--- config.mk ---
export PLATFORM = sky130hd
export DESIGN_NAME = cbin_adder
export DESIGN_NICKNAME = d
export VERILOG_FILES = /design/src/rtl/cbin_pkg.sv /design/src/rtl/cbin_csa.sv /design/src/rtl/cbin_route.sv /design/src/rtl/cbin_ctrl.sv /design/src/rtl/cbin_adder.sv
export SDC_FILE = /design/constraint.sdc
export NUM_CORES = 1
export LEC_CHECK = 0
export BUFFER_PORTS_ARGS = -buffer_cell sky130_fd_sc_hd__buf_2
export CORE_AREA = 3 3 115 117
export CTS_CLUSTER_DIAMETER = 50
export DETAILED_ROUTE_END_ITERATION = 10
export DIE_AREA = 0 0 118 120
export PLACE_DENSITY = 0.73
export SLEW_MARGIN = 20
export SYNTH_ARGS = -nofsm -noshare
export SYNTH_HDL_FRONTEND = slang
export SYNTH_SLANG_ARGS = --single-unit
--- constraint.sdc ---
create_clock -name clk -period 5.3 [get_ports clk]
set_input_delay 0 -clock clk [delete_from_list [all_inputs] [get_ports clk]]
set_output_delay 0 -clock clk [all_outputs]
set_load 0.01 [all_outputs]
--- src/rtl/cbin_pkg.sv ---
package cbin_pkg;

  typedef enum logic [1:0] {
    ST_IDLE = 2'd0,
    ST_RUN  = 2'd1,
    ST_HOLD = 2'd2
  } cbin_state_e;

  // Parity of three digits in one column.
  function automatic logic col_sum(input logic x, input logic y, input logic z);
    return x ^ y ^ z;
  endfunction

  // Two or more ones in a column emit a carry pair (columns +2 and +3).
  function automatic logic col_carry(input logic x, input logic y, input logic z);
    return (x & y) | (x & z) | (y & z);
  endfunction

endpackage

--- src/rtl/cbin_csa.sv ---
module cbin_csa #(
  parameter int WIDTH = 32
) (
  input  logic [WIDTH-1:0] in_p,
  input  logic [WIDTH-1:0] in_q,
  input  logic [WIDTH-1:0] in_r,
  output logic [WIDTH-1:0] part_sum,
  output logic [WIDTH-1:0] carry_vec
);
  import cbin_pkg::*;

  for (genvar k = 0; k < WIDTH; k++) begin : g_col
    assign part_sum[k]  = col_sum(in_p[k], in_q[k], in_r[k]);
    assign carry_vec[k] = col_carry(in_p[k], in_q[k], in_r[k]);
  end

endmodule

--- src/rtl/cbin_route.sv ---
module cbin_route #(
  parameter int WIDTH = 32
) (
  input  logic [WIDTH-1:0] carry_vec,
  output logic [WIDTH-1:0] near_add,
  output logic [WIDTH-1:0] far_add,
  output logic             spill
);
  localparam int NEAR_SH = 2;
  localparam int FAR_SH  = 3;

  assign near_add = carry_vec << NEAR_SH;
  assign far_add  = carry_vec << FAR_SH;
  // Bits that the wider shift pushes out cover those of the narrower one.
  assign spill    = |carry_vec[WIDTH-1:WIDTH-FAR_SH];

endmodule

--- src/rtl/cbin_ctrl.sv ---
module cbin_ctrl #(
  parameter int CAP = 128,
  parameter int CW  = 8
) (
  input  logic          clk,
  input  logic          rst_n,
  input  logic          start,
  input  logic          carry_zero,
  output logic          load,
  output logic          step,
  output logic          finish,
  output logic          cap_hit,
  output logic          busy,
  output logic          done,
  output logic [CW-1:0] rounds
);
  import cbin_pkg::*;

  cbin_state_e state_q;
  logic        last_round;

  assign busy       = (state_q == ST_RUN);
  assign done       = (state_q == ST_HOLD);
  assign load       = start && !busy;
  assign last_round = (rounds == CW'(CAP - 1));
  assign finish     = busy && (carry_zero || last_round);
  assign step       = busy && !finish;
  assign cap_hit    = busy && !carry_zero && last_round;

  always_ff @(posedge clk or negedge rst_n) begin
    if (!rst_n) begin
      state_q <= ST_IDLE;
      rounds  <= '0;
    end else if (load) begin
      state_q <= ST_RUN;
      rounds  <= '0;
    end else if (finish) begin
      state_q <= ST_HOLD;
    end else if (step) begin
      rounds  <= rounds + CW'(1);
    end
  end

endmodule

--- src/rtl/cbin_adder.sv ---
module cbin_adder #(
  parameter int WIDTH = 32
) (
  input  logic             clk,
  input  logic             rst_n,
  input  logic             start,
  input  logic [WIDTH-1:0] op_a,
  input  logic [WIDTH-1:0] op_b,
  output logic             busy,
  output logic             done,
  output logic [WIDTH-1:0] sum,
  output logic             overflow
);
  localparam int CAP = 4 * WIDTH;
  localparam int CW  = $clog2(CAP + 1);

  logic [WIDTH-1:0] acc_p, acc_q, acc_r;
  logic [WIDTH-1:0] part_sum, carry_vec, near_add, far_add;
  logic [WIDTH-1:0] sum_q;
  logic             ovf_q;
  logic             spill, carry_zero;
  logic             load, step, finish, cap_hit;
  logic [CW-1:0]    rounds;

  assign carry_zero = (carry_vec == '0);

  cbin_csa #(.WIDTH(WIDTH)) u_csa (
    .in_p(acc_p), .in_q(acc_q), .in_r(acc_r),
    .part_sum(part_sum), .carry_vec(carry_vec)
  );

  cbin_route #(.WIDTH(WIDTH)) u_route (
    .carry_vec(carry_vec), .near_add(near_add), .far_add(far_add), .spill(spill)
  );

  cbin_ctrl #(.CAP(CAP), .CW(CW)) u_ctrl (
    .clk(clk), .rst_n(rst_n), .start(start), .carry_zero(carry_zero),
    .load(load), .step(step), .finish(finish), .cap_hit(cap_hit),
    .busy(busy), .done(done), .rounds(rounds)
  );

  always_ff @(posedge clk or negedge rst_n) begin
    if (!rst_n) begin
      acc_p <= '0;
      acc_q <= '0;
      acc_r <= '0;
      sum_q <= '0;
      ovf_q <= 1'b0;
    end else if (load) begin
      acc_p <= op_a;
      acc_q <= op_b;
      acc_r <= '0;
      ovf_q <= 1'b0;
    end else if (step) begin
      acc_p <= part_sum;
      acc_q <= near_add;
      acc_r <= far_add;
      ovf_q <= ovf_q | spill;
    end else if (finish) begin
      sum_q <= part_sum;
      ovf_q <= ovf_q | spill | cap_hit;
    end
  end

  assign sum      = sum_q;
  assign overflow = ovf_q;

endmodule

After elaboration in Yosys (flattened, before gate mapping). Cells that the tools add are included.

Register bits after elaboration: 139. Input bits: 67. Output and inout port bits: 35. Word-level logic and storage cells: 270.

$add $sub $neg: 1. Equality and inequality tests: 4. Mux-type cells: 14. Bitwise logic cells: 228. Reduce and logical (&&, ||, !) cells: 16.

Operators by type and width (count): 2-to-1 mux 32 bit (6); bitwise AND 1 bit (96); bitwise OR 1 bit (66); bitwise XOR 1 bit (64); logical NOT 32 bit (1); 2-to-1 mux 8 bit (3); adder 8 x 1 -> 8 bit, second input constant (1); equality test 8 x 7 -> 1 bit, second input constant (1); logical AND 1 bit (5); 2-to-1 mux 2 bit (2); nonzero test 2 bit (2); logical NOT 1 bit (3); 2-to-1 mux 1 bit (3); AND reduction 3 bit (1); nonzero test 3 bit (1); OR reduction 3 bit (1); equality test 2 x 1 -> 1 bit, second input constant (1); equality test 2 bit, second input constant (1); inequality test 2 bit, second input constant (1); NOT 1 bit (2); AND reduction 2 bit (1); logical OR 1 bit (1).

Depth between registers and ports, before layout.
Depth after elaboration: 11. Mapped depth: 8. Gate-level depth less buffers: 6.

Cells and area by module. Synthesis repeated with hierarchy kept, for this count alone.

Cells, all modules: 622. Area total of the unflattened synthesis: 7201.9 µm².

By module, submodules not included: cbin_adder (times used 1, cells an instance 465, area an instance 5507.8 µm², sequential area each 3228.1 µm²); cbin_csa (times used 1, cells an instance 32, area an instance 640.6 µm², sequential area each 0.0 µm²); cbin_ctrl (times used 1, cells an instance 59, area an instance 563.0 µm², sequential area each 250.2 µm²); cbin_route (times used 1, cells an instance 66, area an instance 490.5 µm², sequential area each 0.0 µm²).

Worst setup path before layout. Ideal clock, no wire load.

Kind: reg2reg. Start: reg acc_p[22]. End: reg sum_q[10] (netlist: sum[10]). Library setup time: 0.125 ns. Arrival: 2.220 ns. Required time: 5.175 ns. Path slack: 2.955 ns. Cell stages (with the launch flop): 8. Buffers on the path: 1. Clock period less this slack: 2.345 ns. Cells stage by stage: dfrtp_1 > fa_1 > nor4_1 > nand4_1 > o31ai_4 > nand2_4 > buf_6 > mux2_4.

Word-level cells in the longest chain between the ends: 10. Elaborated cells between the ends (all ways): 11. Those cells by class: bitwise: 5; reduce/logical: 6.

Ends and longest elaborated chain: start: declaration (RTL line cbin_adder.sv:17) `logic [WIDTH-1:0] acc_p, acc_q, acc_r;`; start signal: assignment (RTL line cbin_adder.sv:50) `acc_p <= op_a;`; start signal: assignment (RTL line cbin_adder.sv:55) `acc_p <= part_sum;`; bitwise AND 1 bit (RTL line cbin_pkg.sv:16) `return (x & y) | (x & z) | (y & z);`; bitwise OR 1 bit (*) (2 in series) (RTL line cbin_pkg.sv:16); logical NOT 32 bit (*) (RTL line cbin_adder.sv:25) `assign carry_zero = (carry_vec == '0);`; logical OR 1 bit (*) (RTL line cbin_ctrl.sv:26) `assign finish = busy && (carry_zero || last_round);`; logical AND 1 bit (*) (RTL line cbin_ctrl.sv:26); logical NOT 1 bit (RTL line cbin_ctrl.sv:27) `assign step = busy && !finish;`; logical AND 1 bit (RTL line cbin_ctrl.sv:27); NOT 1 bit (no line); AND reduction 3 bit (no line) (*); end signal: assignment (RTL line cbin_adder.sv:60) `sum_q <= part_sum;`; end: declaration (RTL line cbin_adder.sv:19) `logic [WIDTH-1:0] sum_q;`.

Every way passes the cells marked *; elsewhere a longest branch is shown, timed or not. A chain may end at the register's enable or synchronous reset.

Worst setup path in the final report.
Start: reg acc_p[17]. End: reg acc_q[10].

Word-level cells in the longest chain between the ends: 9. Elaborated cells between the ends (all ways): 10. Those cells by class: bitwise: 4; reduce/logical: 6.

Ends and longest elaborated chain: bitwise AND 1 bit (RTL line cbin_pkg.sv:16); bitwise OR 1 bit (*) (2 in series) (RTL line cbin_pkg.sv:16); logical NOT 32 bit (*) (RTL line cbin_adder.sv:25); logical OR 1 bit (*) (RTL line cbin_ctrl.sv:26); logical AND 1 bit (*) (RTL line cbin_ctrl.sv:26); logical NOT 1 bit (*) (RTL line cbin_ctrl.sv:27); logical AND 1 bit (*) (RTL line cbin_ctrl.sv:27); nonzero test 2 bit (no line) (*); end signal: assignment (RTL line cbin_adder.sv:51) `acc_q <= op_b;`; end signal: assignment (RTL line cbin_adder.sv:56) `acc_q <= near_add;`; end: declaration (RTL line cbin_adder.sv:17).

Marked as above.

==> out/metrics.cfg <==
[outcome]
status=finished, final reports clean

[finish]
area_growth_pct=30.4
final_cell_mix=dfrtp_1 (136), buf_2 (100), dlygate4sd3_1 (66)
layout-drive-gt1-share_pct=30.9
fin_area_um2=8330
multi_input_area_um2=2810
layout_commonest_cell=dfrtp_1
utilization_pct=66.8
regArea_um2=3400
fillerInstances=895
diodes=0
nets=714

[sta]
hold_viol=0
period_minus_slack_ns=3.41
fin_skew_ns=0.00879
setup_violations=0
holdWs_ns=0.118
max_freq_mhz=293
rsz0062_at_grt=no
tightest_slew_ns=0.945
tns_ns=0
layout_worst_path_cycle_share_pct=64.4
maxSlewViolCount=0
relSlewSlack_pct=36.8

[global_route]
grt_usage_pct=24.4
grt_pass1_wl_um=27000
grt_pass1_vias=5109
antenna_found_initial=0
overflow=0
grt_max_degree=76

[critical_path]
required_ns=5.65
path_cells=fa_1, nor4_1, nand3_1, o31a_4, a21oi_4, buf_4, a221o_1
cpPeakStageDelay_ns=0.65
cp_max_fo=31
cp-start-kind=register
cp_slowest_cell=a21oi_4
critPathKind=register to register
worstSetupEndpointType=register
cp.arrival_ns=3.76

[clock_tree]
clkTransAtPathRegs_ns=0.06
tritoncts=yes
cts_buffer_depth=2
cts_buffers=17
htreeDepth=4
clock_latency_ns=0.42
cts_repair_resize_count=0
clock-sinks=136
root_buffer=clkbuf_16

[yosys]
synth_cell_types=44
synth_nets=553
ys_ff_latch=136
synth_area_leaders=dfrtp_1 (53%), fa_1 (9.1%), mux2_4 (6.6%), a221o_1 (4.7%), nand2b_1 (3.2%)
syn_avg_cell_area_um2=14.1
synthCells=453
yosysSeqAreaShare_pct=53.3
synthesis.area_um2=6390
synth_top_area_cell=dfrtp_1
synth_top_area_share_pct=53.3
yosysWarningCount=0

[die]
rows=41
start_util_pct=51.2
die_x_um=118
die_h_um=120
core_um2=12500
die_area_um2=14200
io_pins=102

[job]
cap_violations=0

[placement]
post-dp-hpwl_um=10000
gp_congestion=0.806
postPlaceCellArea_um2=6980
port_buffers=101

[detailed_routing]
num_vias=4640
wirelength_um=16300
first_pass_iters=6
via_per_inst=5.81
detail-route-antenna-nets=0
drc_errors=0
wire_per_inst_um=20.4
first_iter_violations=348

[power]
ir_drop_mv=0.300
leakage_uw=0.00414
powerDensity_nw_per_um2=614
total_power_uw=5120

[worst_hold_path]
hp-class=primary input to async pin

==> power breakdown <==
part | internal [uW] | switching [uW]
sequential | 1450 | 310
combinational | 1050 | 940
clock | 899 | 462
==> synth_stat cells <==
cell,number
o211ai_1,1
nand3_1,6
or3_4,1
o311ai_0,1
nor2_1,5
o31ai_1,2
buf_4,3
or4_1,2
nor4_1,6
nand2_2,1
or3_1,2
inv_1,1
clkbuf_1,14
nand2b_1,33
a21oi_1,3
o221a_1,16
o41ai_1,1
nand2_1,10
buf_2,8
o31a_4,1
mux2_4,28
nor3_1,4
ha_1,4
nand4_1,2
a21o_1,21
nand4b_1,1
o21ai_2,1
mux2i_1,2
mux2_2,4
o221a_2,16
o21a_1,1
a22o_1,9
o21ai_0,7
o31ai_4,1
a221o_1,30
a21oi_4,1
dfrtp_1,136
and2_1,1
nand2_4,1
clkinv_1,1
a21boi_0,1
buf_6,5
and3_1,30
fa_1,29
==> kinds of logic after synthesis <==
kind of cell	synth area share, %
mux	7.60
buf+inv	2.80
flops	53.3
compound gates	16.7
simple gates	9.74
fa+ha+maj	9.87
==> stage by stage <==
step	instances	setup WS [ns]
2_1_floorplan	453	2.95
3_5_place_dp	701	1.95
3_3_place_gp	701	2.10
5_1_grt	799	1.66
4_1_cts	799	1.92
6_report	799	1.89
==> critical path, delay by kind of cell (launching register included) <==
family          cells  cell delay, ns
compound gates      3            1.29
flops               1            0.40
fa+ha+maj           1            0.46
buf+inv             1            0.44
simple gates        2            0.72
==> registers in the layout (all words and copies together), names as in the netlist <==
name            cells
sum                32
acc_p              32
acc_q              32
acc_r              29
u_ctrl.state_q      2
overflow            1
u_ctrl.rounds       8
==> area by class of cell <==
cell class	instances	share of cell area [%]
clock buffers	18	5.27
well taps	172	2.58
inverters	2	0.0902
multi-input cells	285	33.7
flip-flops and latches	136	40.9
repair buffers	172	14.5
clock inverters	14	2.96
==> repair_timing <==
action	CTS	global route
hold buffers	66	0
hold endpoints to repair	128	0
setup buffers	0	0
==> layer usage <==
layer | part of all wire (%) | GRT usage [%] | wire (um)
met1 | 44 | 32.5 | 7130
met3 | 5.9 | 6.03 | 957
met2 | 48 | 39.2 | 7820
met4 | 2.2 | 9.23 | 359
met5 | 0 | 0 | 0
==> path summary, 6_finish.rpt <==
kind / from / endpoint / slack, ns / cells after the start
max: acc_p[17] / acc_q[10] / 1.89 / 7
min: rst_n / acc_p[8] / 0.12 / 2
max reg2reg: acc_p[17] / acc_q[10] / 1.89 / 7
min reg2reg: sum[0] / sum[0] / 0.50 / 1
max in group asynchronous: rst_n / acc_q[23] / 3.84 / 3
min in group clk: op_b[18] / acc_q[18] / 0.35 / 3
Note: power is estimated with default switching activity, not from simulation.
